File: src/rtl/sysctr_pkg.sv
package sysctr_pkg;
  localparam int unsigned WORD_W = 32;
  localparam int unsigned ADDR_W = 3;

  localparam logic [ADDR_W-1:0] A_LIMIT_RST  = 3'd0;
  localparam logic [ADDR_W-1:0] A_COUNT      = 3'd1;
  localparam logic [ADDR_W-1:0] A_LIMIT_KEEP = 3'd2;
  localparam logic [ADDR_W-1:0] A_MODE       = 3'd4;

  typedef struct packed {
    logic wr_limit_rst;
    logic wr_limit_keep;
    logic wr_mode;
    logic rd_limit;
  } reg_ops_t;
endpackage

File: src/rtl/sysctr_tick.sv
module sysctr_tick #(
  parameter int unsigned DIV = 100
) (
  input  logic clk,
  input  logic rst,
  input  logic restart,
  output logic tick
);
  localparam int unsigned PRE_W = (DIV > 1) ? $clog2(DIV) : 1;
  localparam logic [PRE_W-1:0] LAST = PRE_W'(DIV - 1);

  logic [PRE_W-1:0] pre_q;

  assign tick = (pre_q == LAST);

  always_ff @(posedge clk) begin
    if (rst || restart) begin
      pre_q <= '0;
    end else if (tick) begin
      pre_q <= '0;
    end else begin
      pre_q <= pre_q + 1'b1;
    end
  end

  generate
    if (DIV > 1) begin : g_spacing
      p_tick_spacing_r4: assert property (@(posedge clk) disable iff (rst)
        tick |=> !tick);
    end
  endgenerate
endmodule

File: src/rtl/sysctr_limit.sv
module sysctr_limit #(
  parameter int unsigned CNT_W = 22
) (
  input  logic             clk,
  input  logic             rst,
  input  logic             tick,
  input  logic             ld_limit,
  input  logic [CNT_W-1:0] ld_value,
  input  logic             zero_count,
  input  logic             clr_hit,
  output logic [CNT_W-1:0] count,
  output logic [CNT_W-1:0] limit,
  output logic             hit,
  output logic             wrap
);
  localparam logic [CNT_W-1:0] MAX_LIM = '1;

  logic [CNT_W-1:0] count_q;
  logic [CNT_W-1:0] limit_q;
  logic             hit_q;
  logic [CNT_W:0]   next_cnt;

  assign next_cnt = {1'b0, count_q} + 1'b1;
  assign wrap     = tick && !zero_count && (next_cnt >= {1'b0, limit_q});

  always_ff @(posedge clk) begin
    if (rst) begin
      limit_q <= MAX_LIM;
      count_q <= '0;
      hit_q   <= 1'b0;
    end else begin
      if (ld_limit) begin
        limit_q <= (ld_value == '0) ? MAX_LIM : ld_value;
      end
      if (zero_count) begin
        count_q <= '0;
      end else if (tick) begin
        count_q <= wrap ? '0 : next_cnt[CNT_W-1:0];
      end
      if (wrap) begin
        hit_q <= 1'b1;
      end else if (clr_hit) begin
        hit_q <= 1'b0;
      end
    end
  end

  assign count = count_q;
  assign limit = limit_q;
  assign hit   = hit_q;

  p_limit_nonzero_r2: assert property (@(posedge clk) disable iff (rst)
    limit_q != '0);
  p_count_cleared_r2: assert property (@(posedge clk) disable iff (rst)
    zero_count |=> count_q == '0);
  p_wrap_sets_hit_r4: assert property (@(posedge clk) disable iff (rst)
    wrap |=> (hit_q && count_q == '0));
  p_count_step_r4: assert property (@(posedge clk) disable iff (rst)
    (tick && !zero_count && !wrap) |=> count_q == $past(count_q) + 1'b1);
  p_count_hold_r3: assert property (@(posedge clk) disable iff (rst)
    (!tick && !zero_count) |=> $stable(count_q));
endmodule

File: src/rtl/sysctr_modefan.sv
module sysctr_modefan #(
  parameter int unsigned NPROC = 16
) (
  input  logic             clk,
  input  logic             rst,
  input  logic             wr,
  input  logic [NPROC-1:0] wbits,
  output logic [NPROC-1:0] mode,
  output logic [NPROC-1:0] irq_clr,
  output logic [NPROC-1:0] restart
);
  logic [NPROC-1:0] mode_q;
  logic [NPROC-1:0] clr_q;
  logic [NPROC-1:0] rst_q;

  generate
    for (genvar i = 0; i < NPROC; i++) begin : g_cpu
      always_ff @(posedge clk) begin
        if (rst) begin
          mode_q[i] <= 1'b0;
          clr_q[i]  <= 1'b0;
          rst_q[i]  <= 1'b0;
        end else begin
          clr_q[i] <= wr && wbits[i];
          rst_q[i] <= wr && (wbits[i] != mode_q[i]);
          if (wr) begin
            mode_q[i] <= wbits[i];
          end
        end
      end
    end
  endgenerate

  assign mode    = mode_q;
  assign irq_clr = clr_q;
  assign restart = rst_q;

  p_clr_only_user_r8: assert property (@(posedge clk) disable iff (rst)
    (clr_q & ~mode_q) == '0);
  p_restart_is_change_r9: assert property (@(posedge clk) disable iff (rst)
    1'b1 |=> rst_q == (mode_q ^ $past(mode_q)));
  p_mode_hold_r7: assert property (@(posedge clk) disable iff (rst)
    !wr |=> $stable(mode_q));
  p_pulses_need_write_r8: assert property (@(posedge clk) disable iff (rst)
    !wr |=> (clr_q == '0 && rst_q == '0));
endmodule

File: src/rtl/sysctr_top.sv
module sysctr_top #(
  parameter int unsigned NPROC    = 16,
  parameter int unsigned TICK_DIV = 100,
  parameter int unsigned CNT_LSB  = 9
) (
  input  logic             clk,
  input  logic             rst,
  input  logic             reg_wr,
  input  logic             reg_rd,
  input  logic [2:0]       reg_addr,
  input  logic [31:0]      reg_wdata,
  output logic [31:0]      reg_rdata,
  output logic             sys_irq,
  output logic [NPROC-1:0] cpu_user_mode,
  output logic [NPROC-1:0] cpu_irq_clr,
  output logic [NPROC-1:0] cpu_restart
);
  import sysctr_pkg::*;

  localparam int unsigned CNT_W = 31 - CNT_LSB;

  reg_ops_t         ops;
  logic             tick;
  logic             wrap;
  logic [CNT_W-1:0] count;
  logic [CNT_W-1:0] limit;
  logic             hit;
  logic [31:0]      rd_mux;
  logic [31:0]      rdata_q;
  logic             unused_wdata;

  assign unused_wdata = ^{reg_wdata[31], reg_wdata[CNT_LSB-1:0]};

  always_comb begin
    ops               = '0;
    ops.wr_limit_rst  = reg_wr && (reg_addr == A_LIMIT_RST);
    ops.wr_limit_keep = reg_wr && (reg_addr == A_LIMIT_KEEP);
    ops.wr_mode       = reg_wr && (reg_addr == A_MODE);
    ops.rd_limit      = reg_rd && (reg_addr == A_LIMIT_RST);
  end

  sysctr_tick #(.DIV(TICK_DIV)) u_tick (
    .clk     (clk),
    .rst     (rst),
    .restart (ops.wr_limit_rst),
    .tick    (tick)
  );

  sysctr_limit #(.CNT_W(CNT_W)) u_limit (
    .clk        (clk),
    .rst        (rst),
    .tick       (tick),
    .ld_limit   (ops.wr_limit_rst || ops.wr_limit_keep),
    .ld_value   (reg_wdata[30:CNT_LSB]),
    .zero_count (ops.wr_limit_rst),
    .clr_hit    (ops.wr_limit_rst || ops.rd_limit),
    .count      (count),
    .limit      (limit),
    .hit        (hit),
    .wrap       (wrap)
  );

  sysctr_modefan #(.NPROC(NPROC)) u_mode (
    .clk     (clk),
    .rst     (rst),
    .wr      (ops.wr_mode),
    .wbits   (reg_wdata[NPROC-1:0]),
    .mode    (cpu_user_mode),
    .irq_clr (cpu_irq_clr),
    .restart (cpu_restart)
  );

  always_comb begin
    rd_mux = '0;
    case (reg_addr)
      A_LIMIT_RST: rd_mux = {1'b0, limit, {CNT_LSB{1'b0}}};
      A_COUNT:     rd_mux = {hit, count, {CNT_LSB{1'b0}}};
      A_MODE:      rd_mux = {{(32-NPROC){1'b0}}, cpu_user_mode};
      default:     rd_mux = '0;
    endcase
  end

  always_ff @(posedge clk) begin
    if (rst) begin
      rdata_q <= '0;
    end else if (reg_rd) begin
      rdata_q <= rd_mux;
    end
  end

  assign reg_rdata = rdata_q;
  assign sys_irq   = hit;

  initial begin
    a_nproc_fits_r7: assert (NPROC >= 1 && NPROC <= 16);
  end

  p_read_clears_irq_r5: assert property (@(posedge clk) disable iff (rst)
    (ops.rd_limit && !wrap) |=> !sys_irq);
  p_unused_reads_zero_r10: assert property (@(posedge clk) disable iff (rst)
    (reg_rd && (reg_addr == 3'd3 || reg_addr > 3'd4)) |=> reg_rdata == '0);
  p_limit_read_shape_r5: assert property (@(posedge clk) disable iff (rst)
    (reg_rd && reg_addr == A_LIMIT_RST) |=>
      (reg_rdata[31] == 1'b0 && reg_rdata[CNT_LSB-1:0] == '0));
  p_irq_rises_on_wrap_r4: assert property (@(posedge clk) disable iff (rst)
    $rose(sys_irq) |-> $past(wrap));
endmodule

File: config.mk
export PLATFORM = sky130hd
export DESIGN_NAME = sysctr_top
export DESIGN_NICKNAME = d
export VERILOG_FILES = /design/src/rtl/sysctr_pkg.sv /design/src/rtl/sysctr_tick.sv /design/src/rtl/sysctr_limit.sv /design/src/rtl/sysctr_modefan.sv /design/src/rtl/sysctr_top.sv
export SDC_FILE = /design/constraint.sdc
export NUM_CORES = 1
export LEC_CHECK = 0
export BUFFER_PORTS_ARGS = -buffer_cell sky130_fd_sc_hd__buf_2
export CORE_MARGIN = 5
export CORE_UTILIZATION = 55
export DETAILED_ROUTE_END_ITERATION = 12
export GPL_TIMING_DRIVEN = 0
export HOLD_SLACK_MARGIN = 0.05
export PLACE_DENSITY = 0.81
export SYNTH_ARGS = -nofsm -noshare
export SYNTH_HDL_FRONTEND = slang
export SYNTH_HIERARCHICAL = 1
export SYNTH_SLANG_ARGS = --single-unit
File: constraint.sdc
create_clock -name clk -period 4.1 [get_ports clk]
set_input_delay 0.41 -clock clk [delete_from_list [all_inputs] [get_ports clk]]
set_output_delay 0.41 -clock clk [all_outputs]
set_load 0.1 [all_outputs]
After elaboration in Yosys (flattened, before gate mapping). Cells that the tools add are included.

Flip-flop bits (word level): 132. Input bits: 39. Output and inout port bits: 81.

Add/subtract/negate cells: 2. $lt $le $gt $ge: 1. Equal/unequal tests: 20. Muxes and demuxes: 5. Reduce and logical (&&, ||, !) cells: 47.

Operators by type and width (number): $pmux 32 s3 (1); $mux 22 (2); $logic_and 1x1->1 (38); $add 22x1->23 const B (1); $ge 23x22->1 (1); $logic_not 22->1 (1); $ne 1x1->1 (16); $add 7x1->7 const B (1); $eq 7x7->1 const B (1); $reduce_or 2->1 (2); $eq 3x1->1 const B (1); $eq 3x2->1 const B (1); $eq 3x3->1 const B (1); $logic_not 3->1 (1); $logic_or 1x1->1 (3); $mux 1 (2); $reduce_bool 2->1 (1); $logic_not 1->1 (1).

Depth between registers and ports, before layout.
Word-level depth: 6. Depth in mapped cells: 14. Gate-level depth less buffers: 12.

Cells and area by module. Netlist, hierarchy kept.

Modules (own cells, without submodules): sysctr_limit (instances 1, cells an instance 323, area each 2817.7 um2, sequential area each 900.9 um2); sysctr_modefan (instances 1, cells an instance 137, area each 1580.3 um2, sequential area each 960.9 um2); sysctr_top (instances 1, cells an instance 158, area each 1555.2 um2, sequential area each 640.6 um2); sysctr_tick (instances 1, cells an instance 34, area each 307.8 um2, sequential area each 140.1 um2).

Worst setup path after synthesis. OpenSTA, ideal clock, no wires.

Path type: reg-to-reg. Start point: reg u_limit.count_q[0] (netlist: u_limit/count[0]). End point: reg u_limit.count_q[4] (netlist: u_limit/count[4]). Library setup time: 0.075 ns. Arrival time: 3.364 ns. Required time: 4.025 ns. Setup slack: 0.661 ns. Stages on the path, launching flop included: 12. Path buffers: 0. Clock period less this slack: 3.439 ns. Path through: dfxtp_1 ha_1 nand3_1 nor4_4 and2_1 xor2_1 ha_1 a21o_1 a221o_1 or3b_2 or2_2 o22ai_1.

Cells in the longest elaborated chain, start to end: 4.

RTL lines: start, declared (RTL line sysctr_limit.sv:18) `logic [CNT_W-1:0] count_q;`; start signal, assigned (RTL line sysctr_limit.sv:38) `count_q <= wrap ? '0 : next_cnt[CNT_W-1:0];`; $add 22x1->23 * (RTL line sysctr_limit.sv:23) `assign next_cnt = {1'b0, count_q} + 1'b1;`; $ge 23x22->1 (RTL line sysctr_limit.sv:24) `assign wrap = tick && !zero_count && (next_cnt >= {1'b0, limit_q});`; $logic_and 1x1->1 (RTL line sysctr_limit.sv:24); $mux 22 * (RTL line sysctr_limit.sv:38).

Mark *: on every way between the ends. The rest lies on a longest branch, timed or not. A chain may end at the register's enable or synchronous reset.

Worst setup path in the final report.
Start point: reg u_limit.count_q[0] (netlist: u_limit/count[0]). End point: reg u_limit.count_q[10] (netlist: u_limit/count[10]).

The elaborated chain is that of the path after synthesis.

==> results.py <==
metrics = {
    "run_status": {
        "outcome": "complete, no violations",
    },
    "worst_setup_path": {
        "ff2ff_path_depth": 12,
        "arrival_ns": 4.19,
        "cp.required_ns": 4.39,
        "crit_type": "reg -> reg",
        "critPathLaunchType": "flip-flop",
        "crit_fanout": 10,
        "end_kind": "flip-flop",
    },
    "pwr": {
        "p_switching_uw": 865,
        "p_leak_nw": 3.45,
        "swShare_pct": 28.2,
        "comb_power_share_pct": 9.7,
        "p_clk_share_pct": 47.1,
        "ir_drop_mv": 0.277,
        "intPower_mw": 2.20,
        "seqPwrFrac_pct": 43.2,
        "powerDensity_nw_per_um2": 402,
        "finalPower_mw": 3.07,
    },
    "timing": {
        "tightest_slew_ns": 1.23,
        "fin_crit_sh_pct": 95.1,
        "setup_ws_ns": 0.202,
        "finalHoldViolCount": 0,
        "finalCriticalPeriod_ns": 3.90,
        "max_freq_ghz": 0.257,
        "drv_slew": 0,
        "setup_viol": 0,
        "rsz0062_at_grt": "false",
        "maxSlewHeadroom_pct": 17.0,
        "finClkSkew_ns": 0.00729,
    },
    "finish": {
        "layout_common_cells": "132 x dfxtp_1, 125 x buf_2, 73 x nor2_1",
        "drive_gt1_share_pct": 27.7,
        "n_fill_cell": 879,
        "final_cell_area_sq_um": 7620,
        "fin_util_pct": 67.6,
        "n_antenna_cell": 0,
        "final_common_cell": "dfxtp_1",
        "area_growth_pct": 21.8,
        "finalNetCount": 853,
    },
    "global_routing": {
        "grt_pass1_wl_um": 26900,
        "grt_max_degree": 17,
        "grt_pass1_vias": 5398,
        "antenna_found_initial": 0,
        "grt_overflow": 0,
        "grt_usage_pct": 25.1,
    },
    "synth": {
        "netlist_area_sq_um": 6260,
        "yosys_warnings": 6,
        "synth_nets": 715,
        "avgSynthCellArea_sq_um": 9.61,
        "synthCells": 651,
    },
    "drt": {
        "postRouteAntennaNets": 0,
        "drt_first_pass_iters": 6,
        "drt_iter0_markers": 431,
        "drt_wl_total_um": 16900,
        "route.detailed.drc": 0,
        "dr_total_vias": 5425,
        "routedWlPerCell_um": 17.9,
        "viasPerCell": 5.74,
    },
    "floorplanning": {
        "fp-row-count": 39,
        "dieArea_sq_um": 13600,
        "die_y_um": 117,
        "die_w_um": 117,
        "initial_utilization_pct": 55.5,
        "ios": 120,
        "coreArea_sq_um": 11300,
    },
    "placed_design": {
        "dp_slack_ns": -0.184,
        "routabilityCongestion": 0.942,
        "place_area_sq_um": 7030,
        "hpwl_um": 12500,
        "port_buffers": 118,
    },
    "cts": {
        "clk_path_buf_depth": 2,
        "clkSlewWorstSetupHoldPaths_ns": 0.06,
        "cts_root_buffer": "clkbuf_16",
        "cts_made_buffers": 17,
        "htree_levels": 4,
        "clock-sinks": 132,
        "clkLatencyLatePin_ns": 0.42,
        "hold_buffers": 0,
        "cts_tree": "done",
    },
    "min_path": {
        "hold_class": "in -> reg",
        "min_path_cells": 3,
    },
    "run": {
        "maxCapViolCount": 0,
    },
}
[final timing paths]
check,slack (ns),end,from
max,0.20,u_limit/count[10],u_limit/count[0]
max reg2reg,0.20,u_limit/count[10],u_limit/count[0]
min reg2reg,0.49,u_tick/pre_q[0],u_tick/pre_q[0]
min,0.23,u_limit/limit[14],reg_wdata[23]
[power groups by stage]
stage               Clock [mW]  Sequential (mW)  Combinational (mW)
finish                    1.44             1.32               0.297
floorplan                    0             1.43               0.128
CTS                       1.46             1.32               0.296
detailed placement           0             1.35               0.292
global route              1.52             1.33               0.316
global placement             0             1.35               0.286
[final cells by class]
class | instances | area (sq um) | share of cell area, %
buffer | 33 | 223 | 2.92
inverter | 27 | 101 | 1.33
clock inverter | 15 | 136 | 1.79
tap | 143 | 179 | 2.35
sequential | 132 | 2640 | 34.7
clock buffer | 17 | 425 | 5.58
timing repair buffer | 119 | 598 | 7.85
multi-input combinational | 459 | 3310 | 43.5
[state kept, by name (all words and copies together) (netlist names)]
signal and flops:
u_limit/count 22, u_limit/limit 22, u_mode/irq_clr 16, u_tick/pre_q 7, u_limit/hit 1, u_mode/mode 16
reg_rdata 32, u_mode/restart 16
[what timing repair did]
item / 4_1_cts / 5_1_grt
buffers inserted: 0 / 1
pin swaps: 1 / 1
gates resized for setup: 3 / 0
endpoints found under the setup margin: 20 / 22
[metrics by stage]
stage | TNS [ns] | hold slack, ns | cells
floorplan | 0 | 0.445 | 651
global placement | -0.921 | 0.460 | 912
detailed placement | -2.37 | 0.477 | 912
CTS | 0 | 0.226 | 944
global route | 0 | 0.247 | 945
finish | 0 | 0.233 | 945
[routing by layer]
metal	up-vias	routed length (um)	track usage, %	part of all wire [%]
met5	-	0	0	0
met4	0	337	9.40	2.0
met3	27	1340	5.13	7.9
met2	210	8230	43.4	49
met1	2598	7040	30.8	42
li1	2590	-	-	-
[critical path: stages (launching register included)]
cell and delay, ns:
dfxtp_1 0.47, ha_1 0.31, nand3_1 0.28, nor4_1 0.47
xor2_1 0.16, ha_1 0.33, nand2_1 0.09, nor4_2 0.44
o31ai_1 0.22, a221oi_4 0.53, buf_6 0.22, or2_2 0.17
o32ai_1 0.09
Power figures use the tool's default switching activity.
